--- config.mk ---
export PLATFORM = sky130hd
export DESIGN_NAME = muldiv_hilo
export DESIGN_NICKNAME = d
export VERILOG_FILES = /design/src/rtl/muldiv_pkg.sv /design/src/rtl/muldiv_seq.sv /design/src/rtl/mul_shift_add.sv /design/src/rtl/div_restore.sv /design/src/rtl/hilo_bank.sv /design/src/rtl/muldiv_hilo.sv
export SDC_FILE = /design/constraint.sdc
export NUM_CORES = 1
export LEC_CHECK = 0
export ABC_CLOCK_PERIOD_IN_PS = 3100
export CORE_MARGIN = 3
export CORE_UTILIZATION = 56
export DETAILED_ROUTE_END_ITERATION = 7
export PLACE_DENSITY = 0.78
export SKIP_LAST_GASP = 1
export SYNTH_ARGS = -nofsm -noshare
export SYNTH_HDL_FRONTEND = slang
export SYNTH_HIERARCHICAL = 1
export SYNTH_SLANG_ARGS = --single-unit
--- constraint.sdc ---
create_clock -name clk -period 3.1 [get_ports clk]
set_input_delay 0.31 -clock clk [delete_from_list [all_inputs] [get_ports clk]]
set_output_delay 0.31 -clock clk [all_outputs]
set_load 0.005 [all_outputs]
--- src/rtl/muldiv_pkg.sv ---
package muldiv_pkg;

  typedef enum logic [5:0] {
    FN_MFHI  = 6'h10,
    FN_MFLO  = 6'h12,
    FN_MULT  = 6'h18,
    FN_MULTU = 6'h19,
    FN_DIV   = 6'h1a,
    FN_DIVU  = 6'h1b
  } funct_e;

  typedef enum logic [1:0] {
    ST_IDLE,
    ST_RUN,
    ST_DONE
  } state_e;

  // Per-operation flags captured at acceptance
  typedef struct packed {
    logic is_div;    // divide rather than multiply
    logic neg_wide;  // negate the 64-bit product
    logic neg_lo;    // negate the quotient
    logic neg_hi;    // negate the remainder
  } op_flags_t;

endpackage

--- src/rtl/muldiv_seq.sv ---
module muldiv_seq
  import muldiv_pkg::*;
#(
  parameter int W = 32
) (
  input  logic      clk,
  input  logic      rst_n,
  input  logic      cmd_valid,
  input  logic      cmd_known,
  input  op_flags_t flags_in,
  output logic      cmd_ready,
  output logic      busy,
  output logic      load,
  output logic      step,
  output logic      finish,
  output op_flags_t flags_q
);
  localparam int CW = $clog2(W);
  localparam logic [CW-1:0] LAST = CW'(W - 1);

  state_e        state_q;
  logic [CW-1:0] cnt_q;

  assign busy      = (state_q != ST_IDLE);
  assign cmd_ready = !busy;
  assign load      = cmd_valid && cmd_ready && cmd_known;
  assign step      = (state_q == ST_RUN);
  assign finish    = (state_q == ST_DONE);

  always_ff @(posedge clk or negedge rst_n) begin
    if (!rst_n) begin
      state_q <= ST_IDLE;
      cnt_q   <= '0;
      flags_q <= '0;
    end else begin
      unique case (state_q)
        ST_IDLE: if (load) begin
          state_q <= ST_RUN;
          cnt_q   <= '0;
          flags_q <= flags_in;
        end
        ST_RUN: begin
          cnt_q <= cnt_q + 1'b1;
          if (cnt_q == LAST) state_q <= ST_DONE;
        end
        ST_DONE: state_q <= ST_IDLE;
        default: state_q <= ST_IDLE;
      endcase
    end
  end

endmodule

--- src/rtl/mul_shift_add.sv ---
module mul_shift_add #(
  parameter int W = 32
) (
  input  logic         clk,
  input  logic         rst_n,
  input  logic         load,
  input  logic         step,
  input  logic [W-1:0] mcand,
  input  logic [W-1:0] mplier,
  output logic [2*W-1:0] prod
);
  logic [W-1:0] acc_hi_q, acc_lo_q, mcand_q;
  logic [W:0]   sum;

  always_comb begin
    sum = {1'b0, acc_hi_q} + (acc_lo_q[0] ? {1'b0, mcand_q} : '0);
  end

  always_ff @(posedge clk or negedge rst_n) begin
    if (!rst_n) begin
      acc_hi_q <= '0;
      acc_lo_q <= '0;
      mcand_q  <= '0;
    end else if (load) begin
      acc_hi_q <= '0;
      acc_lo_q <= mplier;
      mcand_q  <= mcand;
    end else if (step) begin
      {acc_hi_q, acc_lo_q} <= {sum, acc_lo_q[W-1:1]};
    end
  end

  assign prod = {acc_hi_q, acc_lo_q};

endmodule

--- src/rtl/div_restore.sv ---
module div_restore #(
  parameter int W = 32
) (
  input  logic         clk,
  input  logic         rst_n,
  input  logic         load,
  input  logic         step,
  input  logic [W-1:0] dividend,
  input  logic [W-1:0] divisor,
  output logic [W-1:0] quot,
  output logic [W-1:0] rem
);
  logic [W-1:0] rem_q, quot_q, dsr_q;
  logic [W:0]   shifted, diff;
  logic         fits;

  always_comb begin
    shifted = {rem_q, quot_q[W-1]};
    diff    = shifted - {1'b0, dsr_q};
    fits    = (shifted >= {1'b0, dsr_q});
  end

  always_ff @(posedge clk or negedge rst_n) begin
    if (!rst_n) begin
      rem_q  <= '0;
      quot_q <= '0;
      dsr_q  <= '0;
    end else if (load) begin
      rem_q  <= '0;
      quot_q <= dividend;
      dsr_q  <= divisor;
    end else if (step) begin
      rem_q  <= fits ? diff[W-1:0] : shifted[W-1:0];
      quot_q <= {quot_q[W-2:0], fits};
    end
  end

  assign quot = quot_q;
  assign rem  = rem_q;

endmodule

--- src/rtl/hilo_bank.sv ---
module hilo_bank
  import muldiv_pkg::*;
#(
  parameter int W = 32
) (
  input  logic         clk,
  input  logic         rst_n,
  input  logic         wr_en,
  input  logic [W-1:0] wr_hi,
  input  logic [W-1:0] wr_lo,
  input  logic [5:0]   rd_funct,
  output logic [W-1:0] rd_data
);
  logic [W-1:0] hi_q, lo_q;

  always_ff @(posedge clk or negedge rst_n) begin
    if (!rst_n) begin
      hi_q <= '0;
      lo_q <= '0;
    end else if (wr_en) begin
      hi_q <= wr_hi;
      lo_q <= wr_lo;
    end
  end

  always_comb begin
    unique case (rd_funct)
      FN_MFHI: rd_data = hi_q;
      FN_MFLO: rd_data = lo_q;
      default: rd_data = '0;
    endcase
  end

endmodule

--- src/rtl/muldiv_hilo.sv ---
module muldiv_hilo
  import muldiv_pkg::*;
#(
  parameter int W = 32
) (
  input  logic         clk,
  input  logic         rst_n,
  input  logic         cmd_valid,
  output logic         cmd_ready,
  input  logic [5:0]   cmd_funct,
  input  logic [W-1:0] cmd_a,
  input  logic [W-1:0] cmd_b,
  output logic         busy,
  input  logic         rd_req,
  input  logic [5:0]   rd_funct,
  output logic         rd_stall,
  output logic [W-1:0] rd_data
);
  logic           is_signed, is_known, is_div_cmd, sign_mix;
  logic [W-1:0]   a_mag, b_mag;
  op_flags_t      flags_in, flags_q;
  logic           load, step, finish;
  logic [2*W-1:0] prod, prod_fix;
  logic [W-1:0]   quot, rem;
  logic [W-1:0]   wr_hi, wr_lo;

  // Command decode and operand magnitudes
  always_comb begin
    is_signed  = (cmd_funct == FN_MULT) || (cmd_funct == FN_DIV);
    is_div_cmd = (cmd_funct == FN_DIV)  || (cmd_funct == FN_DIVU);
    is_known   = is_signed || is_div_cmd || (cmd_funct == FN_MULTU);
    a_mag      = (is_signed && cmd_a[W-1]) ? -cmd_a : cmd_a;
    b_mag      = (is_signed && cmd_b[W-1]) ? -cmd_b : cmd_b;
    sign_mix   = is_signed && (cmd_a[W-1] ^ cmd_b[W-1]);
    flags_in.is_div   = is_div_cmd;
    flags_in.neg_wide = sign_mix;
    flags_in.neg_lo   = sign_mix && (cmd_b != '0);
    flags_in.neg_hi   = is_signed && cmd_a[W-1];
  end

  muldiv_seq #(.W(W)) u_seq (
    .clk       (clk),
    .rst_n     (rst_n),
    .cmd_valid (cmd_valid),
    .cmd_known (is_known),
    .flags_in  (flags_in),
    .cmd_ready (cmd_ready),
    .busy      (busy),
    .load      (load),
    .step      (step),
    .finish    (finish),
    .flags_q   (flags_q)
  );

  mul_shift_add #(.W(W)) u_mul (
    .clk    (clk),
    .rst_n  (rst_n),
    .load   (load && !is_div_cmd),
    .step   (step && !flags_q.is_div),
    .mcand  (a_mag),
    .mplier (b_mag),
    .prod   (prod)
  );

  div_restore #(.W(W)) u_div (
    .clk      (clk),
    .rst_n    (rst_n),
    .load     (load && is_div_cmd),
    .step     (step && flags_q.is_div),
    .dividend (a_mag),
    .divisor  (b_mag),
    .quot     (quot),
    .rem      (rem)
  );

  // Sign restoration applied on the completion cycle
  always_comb begin
    prod_fix = flags_q.neg_wide ? -prod : prod;
    if (flags_q.is_div) begin
      wr_lo = flags_q.neg_lo ? -quot : quot;
      wr_hi = flags_q.neg_hi ? -rem  : rem;
    end else begin
      wr_hi = prod_fix[2*W-1:W];
      wr_lo = prod_fix[W-1:0];
    end
  end

  hilo_bank #(.W(W)) u_bank (
    .clk      (clk),
    .rst_n    (rst_n),
    .wr_en    (finish),
    .wr_hi    (wr_hi),
    .wr_lo    (wr_lo),
    .rd_funct (rd_funct),
    .rd_data  (rd_data)
  );

  assign rd_stall = rd_req && busy;

endmodule

# Yosys cells after proc, flatten, opt, wreduce, memory -nomap -nowiden

Index checks and enable logic that the tools add are counted.

Bits in registers: 267
Input port bits: 80
Output and inout port bits: 35

Add/sub/neg operators: 8
$lt $le $gt $ge: 1
Equality and inequality tests: 11
Mux-type cells: 23
Bitwise gates (word level): 1
Reductions and logical operators: 27

Operators by type and width:

| kind                | count |
|---|---|
| $mux 32             | 16 |
| $neg 32->32         | 4 |
| $mux 64             | 1 |
| $neg 64->64         | 1 |
| $pmux 32 s2         | 1 |
| $eq 6x5->1 const B  | 6 |
| $add 32x33->33      | 1 |
| $ge 33x32->1        | 1 |
| $reduce_bool 32->1  | 1 |
| $sub 32x32->32      | 1 |
| $logic_and 1x1->1   | 11 |
| $pmux 5 s2          | 1 |
| $reduce_bool 2->1   | 4 |
| $reduce_and 2->1    | 3 |
| $add 5x1->5 const B | 1 |
| $eq 5x5->1 const B  | 1 |
| $mux 5              | 1 |
| $logic_or 1x1->1    | 4 |
| $mux 2              | 2 |
| $pmux 2 s2          | 1 |
| $logic_not 1->1     | 3 |
| $eq 2x1->1 const B  | 1 |
| $eq 2x2->1 const B  | 1 |
| $logic_not 2->1     | 1 |
| other kinds (3)     | 3 |

# Longest topological paths before layout

Depth in word-level cells: 7
Depth in mapped cells: 15
Depth with buffers taken out: 12

# Modules after synthesis

Netlist, hierarchy kept.

Modules (own cells, without submodules):

| module        | times used | cells an instance | area each (um2) |
|---|---|---|---|
| div_restore   | 1          | 676               | 6093.3 |
| mul_shift_add | 1          | 623               | 5938.2 |
| muldiv_hilo   | 1          | 728               | 4927.2 |
| hilo_bank     | 1          | 211               | 3098.0 |
| muldiv_seq    | 1          | 44                | 533.0 |

# Worst setup path after synthesis

No wires, ideal clock.

Path type: reg2reg
Start point: register u_mul.acc_lo_q[0]
End point: register u_mul.acc_hi_q[27]
Library setup time: 122 ps
Data arrival time: 2777 ps
Setup slack: 201 ps
Cell stages (with the launch flop): 12
Path buffers: 2
Cell sequence: dfrtp_1 > clkbuf_1 > and2_1 > ha_1 > buf_6 > a21o_1 > a21o_1 > a21o_1 > o32a_4 > and4_4 > or3_1 > a32o_1

Word-level cells in the longest chain between the ends: 4

RTL lines:

| item                     | RTL line            | RTL |
|---|---|---|
| start: declaration       | mul_shift_add.sv:12 | `logic [W-1:0] acc_hi_q, acc_lo_q, mcand_q;` |
| start signal: assignment | mul_shift_add.sv:26 | `acc_lo_q <= mplier;` |
| start signal: assignment | mul_shift_add.sv:29 | `{acc_hi_q, acc_lo_q} <= {sum, acc_lo_q[W-1:1]};` |
| $mux 32                  | mul_shift_add.sv:16 | `sum = {1'b0, acc_hi_q} + (acc_lo_q[0] ? {1'b0, mcand_q} : '0);` |
| $add 32x33->33           | mul_shift_add.sv:16 |  |
| $mux 32                  | mul_shift_add.sv:28 | `end else if (step) begin` |
| $mux 32                  | mul_shift_add.sv:24 | `end else if (load) begin` |
| end signal: assignment   | mul_shift_add.sv:29 |  |
| end: declaration         | mul_shift_add.sv:12 |  |

Every way passes these cells. The select of a mux whose other input is x is not followed.
A chain may end at the register's enable or synchronous reset.

# Final worst setup path

Start point: register u_div.rem_q[4] (netlist: u_div/rem[4])
End point: register u_div.rem_q[16] (netlist: u_div/rem[16])

Word-level cells in the longest chain between the ends: 4
Elaborated cells between the ends (all ways): 5
Classes of those cells: add/sub: 1; order compare: 1; mux: 3

RTL lines:

| item                                           | RTL line                             | RTL |
|---|---|---|
| start: declaration                             | div_restore.sv:13                    | `logic [W-1:0] rem_q, quot_q, dsr_q;` |
| start signal: assignment                       | div_restore.sv:33                    | `rem_q <= fits ? diff[W-1:0] : shifted[W-1:0];` |
| $sub 32x32->32 or $ge 33x32->1 (tied branches) | div_restore.sv:19, div_restore.sv:20 |  |
| $mux 32 (*)                                    | div_restore.sv:33                    |  |
| $mux 32 (*)                                    | div_restore.sv:32                    | `end else if (step) begin` |
| $mux 32 (*)                                    | div_restore.sv:28                    | `end else if (load) begin` |

Mark *: on every way between the ends. The rest lies on a longest branch, timed or not. The select of a mux whose other input is x is not followed.

==> impl_summary.log <==
INFO  metric power.sequential.fraction = 0.284
INFO  metric worst_setup_path_start_kind = register
INFO  metric floorplan.die.width = 198 um
INFO  metric avgSynthCellArea = 9.02 um^2
INFO  metric max_clock_freq = 323 MHz
INFO  metric number_of_antenna_violations_at_the_first_check_in_global_routing = 3
INFO  metric num_io_pins = 115
INFO  metric transition_time_at_the_pin_with_the_least_slew_margin = 1.08 ns
INFO  metric route.detailed.wl_per_inst = 22.4 um
INFO  metric sw_frac_of_total = 0.424
INFO  metric fillCellCount = 2796
INFO  metric multiInputGateArea = 13200 um^2
INFO  metric flops_latches_synth = 267
INFO  metric cp.arrival = 3.52 ns
INFO  metric tritoncts.num_buffers = 34
INFO  metric place.port_buffers = 114
INFO  metric max-slew-margin-rel = 0.279
INFO  metric outcome = finished, final reports clean
INFO  metric vias = 19000
INFO  metric synth_top_cell_area_share = 0.325
INFO  metric clockRootBuffer = sky130_fd_sc_hd__clkbuf_16
INFO  metric synth_seq_area_share = 0.325
INFO  metric synthCells = 2282
INFO  metric timing_hold_violations_final = 0
INFO  metric post_synth_main_area_contributors = sky130_fd_sc_hd__dfrtp_1 (32%), sky130_fd_sc_hd__mux2i_1 (8.4%), sky130_fd_sc_hd__xor2_1 (5.9%)
INFO  metric timing.critical_path.required = 3.53 ns
INFO  metric drtAntennaViolNets = 0
INFO  metric tritoncts_num_sinks = 267
INFO  metric clock_tree.htree_level_count = 2
INFO  metric initial_core_utilization = 0.573
INFO  metric synthesis.area = 20600 um^2
INFO  metric syn-num-nets = 2435
INFO  metric worst_setup_path_category = register to register
INFO  metric maximum_number_of_pins_on_one_net_before_global_route_repair = 88
INFO  metric height_of_the_chip = 198 um
INFO  metric ys.flop_type = sky130_fd_sc_hd__dfrtp_1
INFO  metric ys_warn_count = 6
INFO  metric worstSetupStartpoint = u_div/rem[4]
INFO  metric min-delay-path-class = input pin to asynchronous set/reset pin
INFO  metric finalSetupViolCount = 0
INFO  metric antenna-diode-count = 0
INFO  metric layout_min_cycle_time = 3.09 ns
INFO  metric switchingPower = 8.10 mW
INFO  metric drt-initial-drc-count = 1931
INFO  metric p_leak = 9.93 nW
INFO  metric layout.area.seq = 6690 um^2
INFO  metric finalCritPeriodShare = 0.998
INFO  metric clkPwrFrac = 0.209
INFO  metric fin_util = 0.687
INFO  metric setup.reg_to_reg.worst_slack = 0.008 ns
INFO  metric post_route_cells_drive_above_1_share = 0.183
INFO  metric detailedPlacementHpwl = 50900 um
INFO  metric tritoncts = yes
INFO  metric r2r-start = u_div/rem[4]
INFO  metric finalWirelength = 66600 um
INFO  metric power_density_relative_to_cell_area = 776 nW/um^2
INFO  metric row_count = 69
INFO  metric synth-edff-count = 0
INFO  metric total_neg_setup_slack = 0 ns
INFO  metric critPathCaptureType = register
INFO  metric netlist-cell-type-count = 90
INFO  metric cap_violations = 0
INFO  metric detail_route.drc_violations = 0
INFO  metric p_comb_frac = 0.507
INFO  metric drt_pass1_iterations = 7
INFO  metric netlist.top_cell.by_area = sky130_fd_sc_hd__dfrtp_1
INFO  metric core-area = 35900 um^2
INFO  metric global_route.overflow_total = 0
INFO  metric place_congestion = 1.02
INFO  metric ctsLongestPathBuffers = 3
INFO  metric post-layout-total-power = 19.1 mW
INFO  metric final.setup_skew = 0.0253 ns
INFO  metric first_global_vias = 18081
INFO  metric clk_latency = 0.54 ns
INFO  metric area_growth = 19.8%
INFO  metric dr_vias_cell = 6.40
INFO  metric synth-async-reset-ratio = 1.00
INFO  metric globalRouteTotalUtil = 0.332
INFO  metric fp.dieArea = 39100 um^2
INFO  metric cts.reportedPaths.clkPinSlew = 0.06 ns
INFO  metric cp_max_fo = 7
INFO  metric vdd_drop_max = 0.509 mV
INFO  metric p_int = 11.0 mW
INFO  metric grt_first_pass_wirelength = 102000 um
INFO  metric finalNetCount = 2642
INFO  metric rsz0062_at_grt = true
INFO  metric finalMaxSlewViolations = 0
[logic make-up after synthesis]
kind of cell	count (synthesis)	share of synthesized area
buffers and inverters	206	0.0443
multiplexers	276	0.141
AND/OR/NAND/NOR	683	0.176
XOR/XNOR	225	0.0957
flip-flops	267	0.325
AO/OA/AOI/OAI	552	0.173
adder cells (fa/ha/maj)	73	0.0451
[worst max-delay path: stages (launching register included)]
cell and delay [ns]:
sky130_fd_sc_hd__dfrtp_1 0.49, sky130_fd_sc_hd__ha_1 0.42, sky130_fd_sc_hd__o21a_1 0.17, sky130_fd_sc_hd__o2111ai_1 0.12
sky130_fd_sc_hd__a32oi_2 0.27, sky130_fd_sc_hd__nand2_1 0.13, sky130_fd_sc_hd__and3b_4 0.22, sky130_fd_sc_hd__o21ai_4 0.20
sky130_fd_sc_hd__a31oi_4 0.20, sky130_fd_sc_hd__clkbuf_16 0.23, sky130_fd_sc_hd__buf_4 0.13, sky130_fd_sc_hd__mux2i_1 0.11
sky130_fd_sc_hd__a211oi_1 0.28
[state kept, by name (all words and copies together), names as in the netlist]
register,flops
u_div/quot,32
u_div/dsr_q,32
u_div/rem,32
u_bank/hi_q,32
u_seq/flags_q,4
u_seq/state_q,2
u_mul/mcand_q,32
u_bank/lo_q,32
u_mul/acc_lo_q,32
u_seq/cnt_q,5
u_mul/acc_hi_q,32
[layout make-up]
type                    instances  share of cell area
inverters                      74              0.0115
multi-input cells            1809               0.537
well taps                     461              0.0234
clock buffers                  44              0.0385
clock inverters                13             0.00700
repair buffers                303               0.112
flip-flops and latches        267               0.271
[placed cells by master (no fill, tap or decap), types with 16 or more instances in the layout]
cell type	synthesis	routed
sky130_fd_sc_hd__a21o_1	29	29
sky130_fd_sc_hd__o31ai_1	49	44
sky130_fd_sc_hd__a21oi_1	107	102
sky130_fd_sc_hd__nor4_1	27	25
sky130_fd_sc_hd__a211oi_1	34	31
sky130_fd_sc_hd__xor2_1	139	139
sky130_fd_sc_hd__dfrtp_1	267	265
sky130_fd_sc_hd__or4_1	30	26
sky130_fd_sc_hd__nand2b_1	16	16
sky130_fd_sc_hd__o21ai_0	187	187
sky130_fd_sc_hd__and2_1	44	43
sky130_fd_sc_hd__mux2i_1	173	172
sky130_fd_sc_hd__nor2_1	130	129
sky130_fd_sc_hd__nor3_1	30	30
sky130_fd_sc_hd__clkdlybuf4s50_1	0	111
sky130_fd_sc_hd__o41ai_1	26	24
sky130_fd_sc_hd__nor3_2	33	32
sky130_fd_sc_hd__nand2_1	229	229
sky130_fd_sc_hd__ha_1	71	67
sky130_fd_sc_hd__buf_4	3	171
sky130_fd_sc_hd__inv_1	72	72
sky130_fd_sc_hd__or3_1	28	28
sky130_fd_sc_hd__clkbuf_16	0	36
sky130_fd_sc_hd__nand3_1	23	23
sky130_fd_sc_hd__xnor2_1	86	86
sky130_fd_sc_hd__mux2_2	98	98
sky130_fd_sc_hd__nand4_1	24	24
[synth_stat cells, types with 15 or more instances]
cell type / instances
sky130_fd_sc_hd__nor3_2: 33
sky130_fd_sc_hd__xor2_1: 139
sky130_fd_sc_hd__nor4_1: 27
sky130_fd_sc_hd__or4_1: 30
sky130_fd_sc_hd__and2_1: 44
sky130_fd_sc_hd__dfrtp_1: 267
sky130_fd_sc_hd__xnor2_1: 86
sky130_fd_sc_hd__nand4_1: 24
sky130_fd_sc_hd__nor2_1: 130
sky130_fd_sc_hd__nand3_1: 23
sky130_fd_sc_hd__mux2_2: 98
sky130_fd_sc_hd__o31ai_1: 49
sky130_fd_sc_hd__inv_1: 72
sky130_fd_sc_hd__nand2_1: 229
sky130_fd_sc_hd__o21ai_0: 187
sky130_fd_sc_hd__a211oi_1: 34
sky130_fd_sc_hd__o41ai_1: 26
sky130_fd_sc_hd__nand2b_1: 16
sky130_fd_sc_hd__o21a_1: 15
sky130_fd_sc_hd__clkbuf_1: 90
sky130_fd_sc_hd__mux2i_1: 173
sky130_fd_sc_hd__a21o_1: 29
sky130_fd_sc_hd__buf_2: 16
sky130_fd_sc_hd__ha_1: 71
sky130_fd_sc_hd__nor3_1: 30
sky130_fd_sc_hd__or3_1: 28
sky130_fd_sc_hd__a21oi_1: 107
[metal layers]
layer	global-route usage	wire (um)
met5	0	27
met4	0.0786	1520
met3	0.0539	5990
met2	0.522	30200
met1	0.485	28900
[worst paths after layout]
kind                            cells after the start              to
worst max-delay path                               12   u_div/rem[16]
worst min-delay path                                2  u_seq/cnt_q[1]
worst max register to register                     12   u_div/rem[16]
worst min register to register                      1  u_seq/cnt_q[3]
max in group asynchronous                           3    u_div/rem[5]
min in group clk                                    1  u_seq/cnt_q[3]
[timing repair]
| item | CTS | global route |
|---|---|---|
| endpoints found under the hold margin | 83 | 0 |
| endpoints found under the setup margin | 5 | 35 |
| pin swaps | 1 | 6 |
| hold buffers | 1 | 0 |
| setup buffers | 0 | 14 |
| cloned | 0 | 3 |
| gates resized for setup | 5 | 33 |
[per-stage QoR]
step	worst slack [ns]	hold slack, ns	area (um^2)	cells
final	0.00761	0.384	24700	2971
after CTS	0.0129	0.412	24300	2954
after global routing	-0.168	0.445	24700	2971
after floorplan	0.201	0.0144	20600	2282
after detailed placement	-0.264	0.394	23200	2896
after global placement	-0.245	0.387	23200	2896
[power by group through the flow]
stage | combinational [mW] | sequential (mW) | clock (mW)
2_1_floorplan | 5.91 | 5.16 | 0
4_1_cts | 9.22 | 5.38 | 4.04
3_3_place_gp | 8.99 | 5.39 | 0
3_5_place_dp | 9.16 | 5.42 | 0
5_1_grt | 10.5 | 5.51 | 4.20
6_report | 9.71 | 5.43 | 4.00
(Power assumes the default switching activity.)
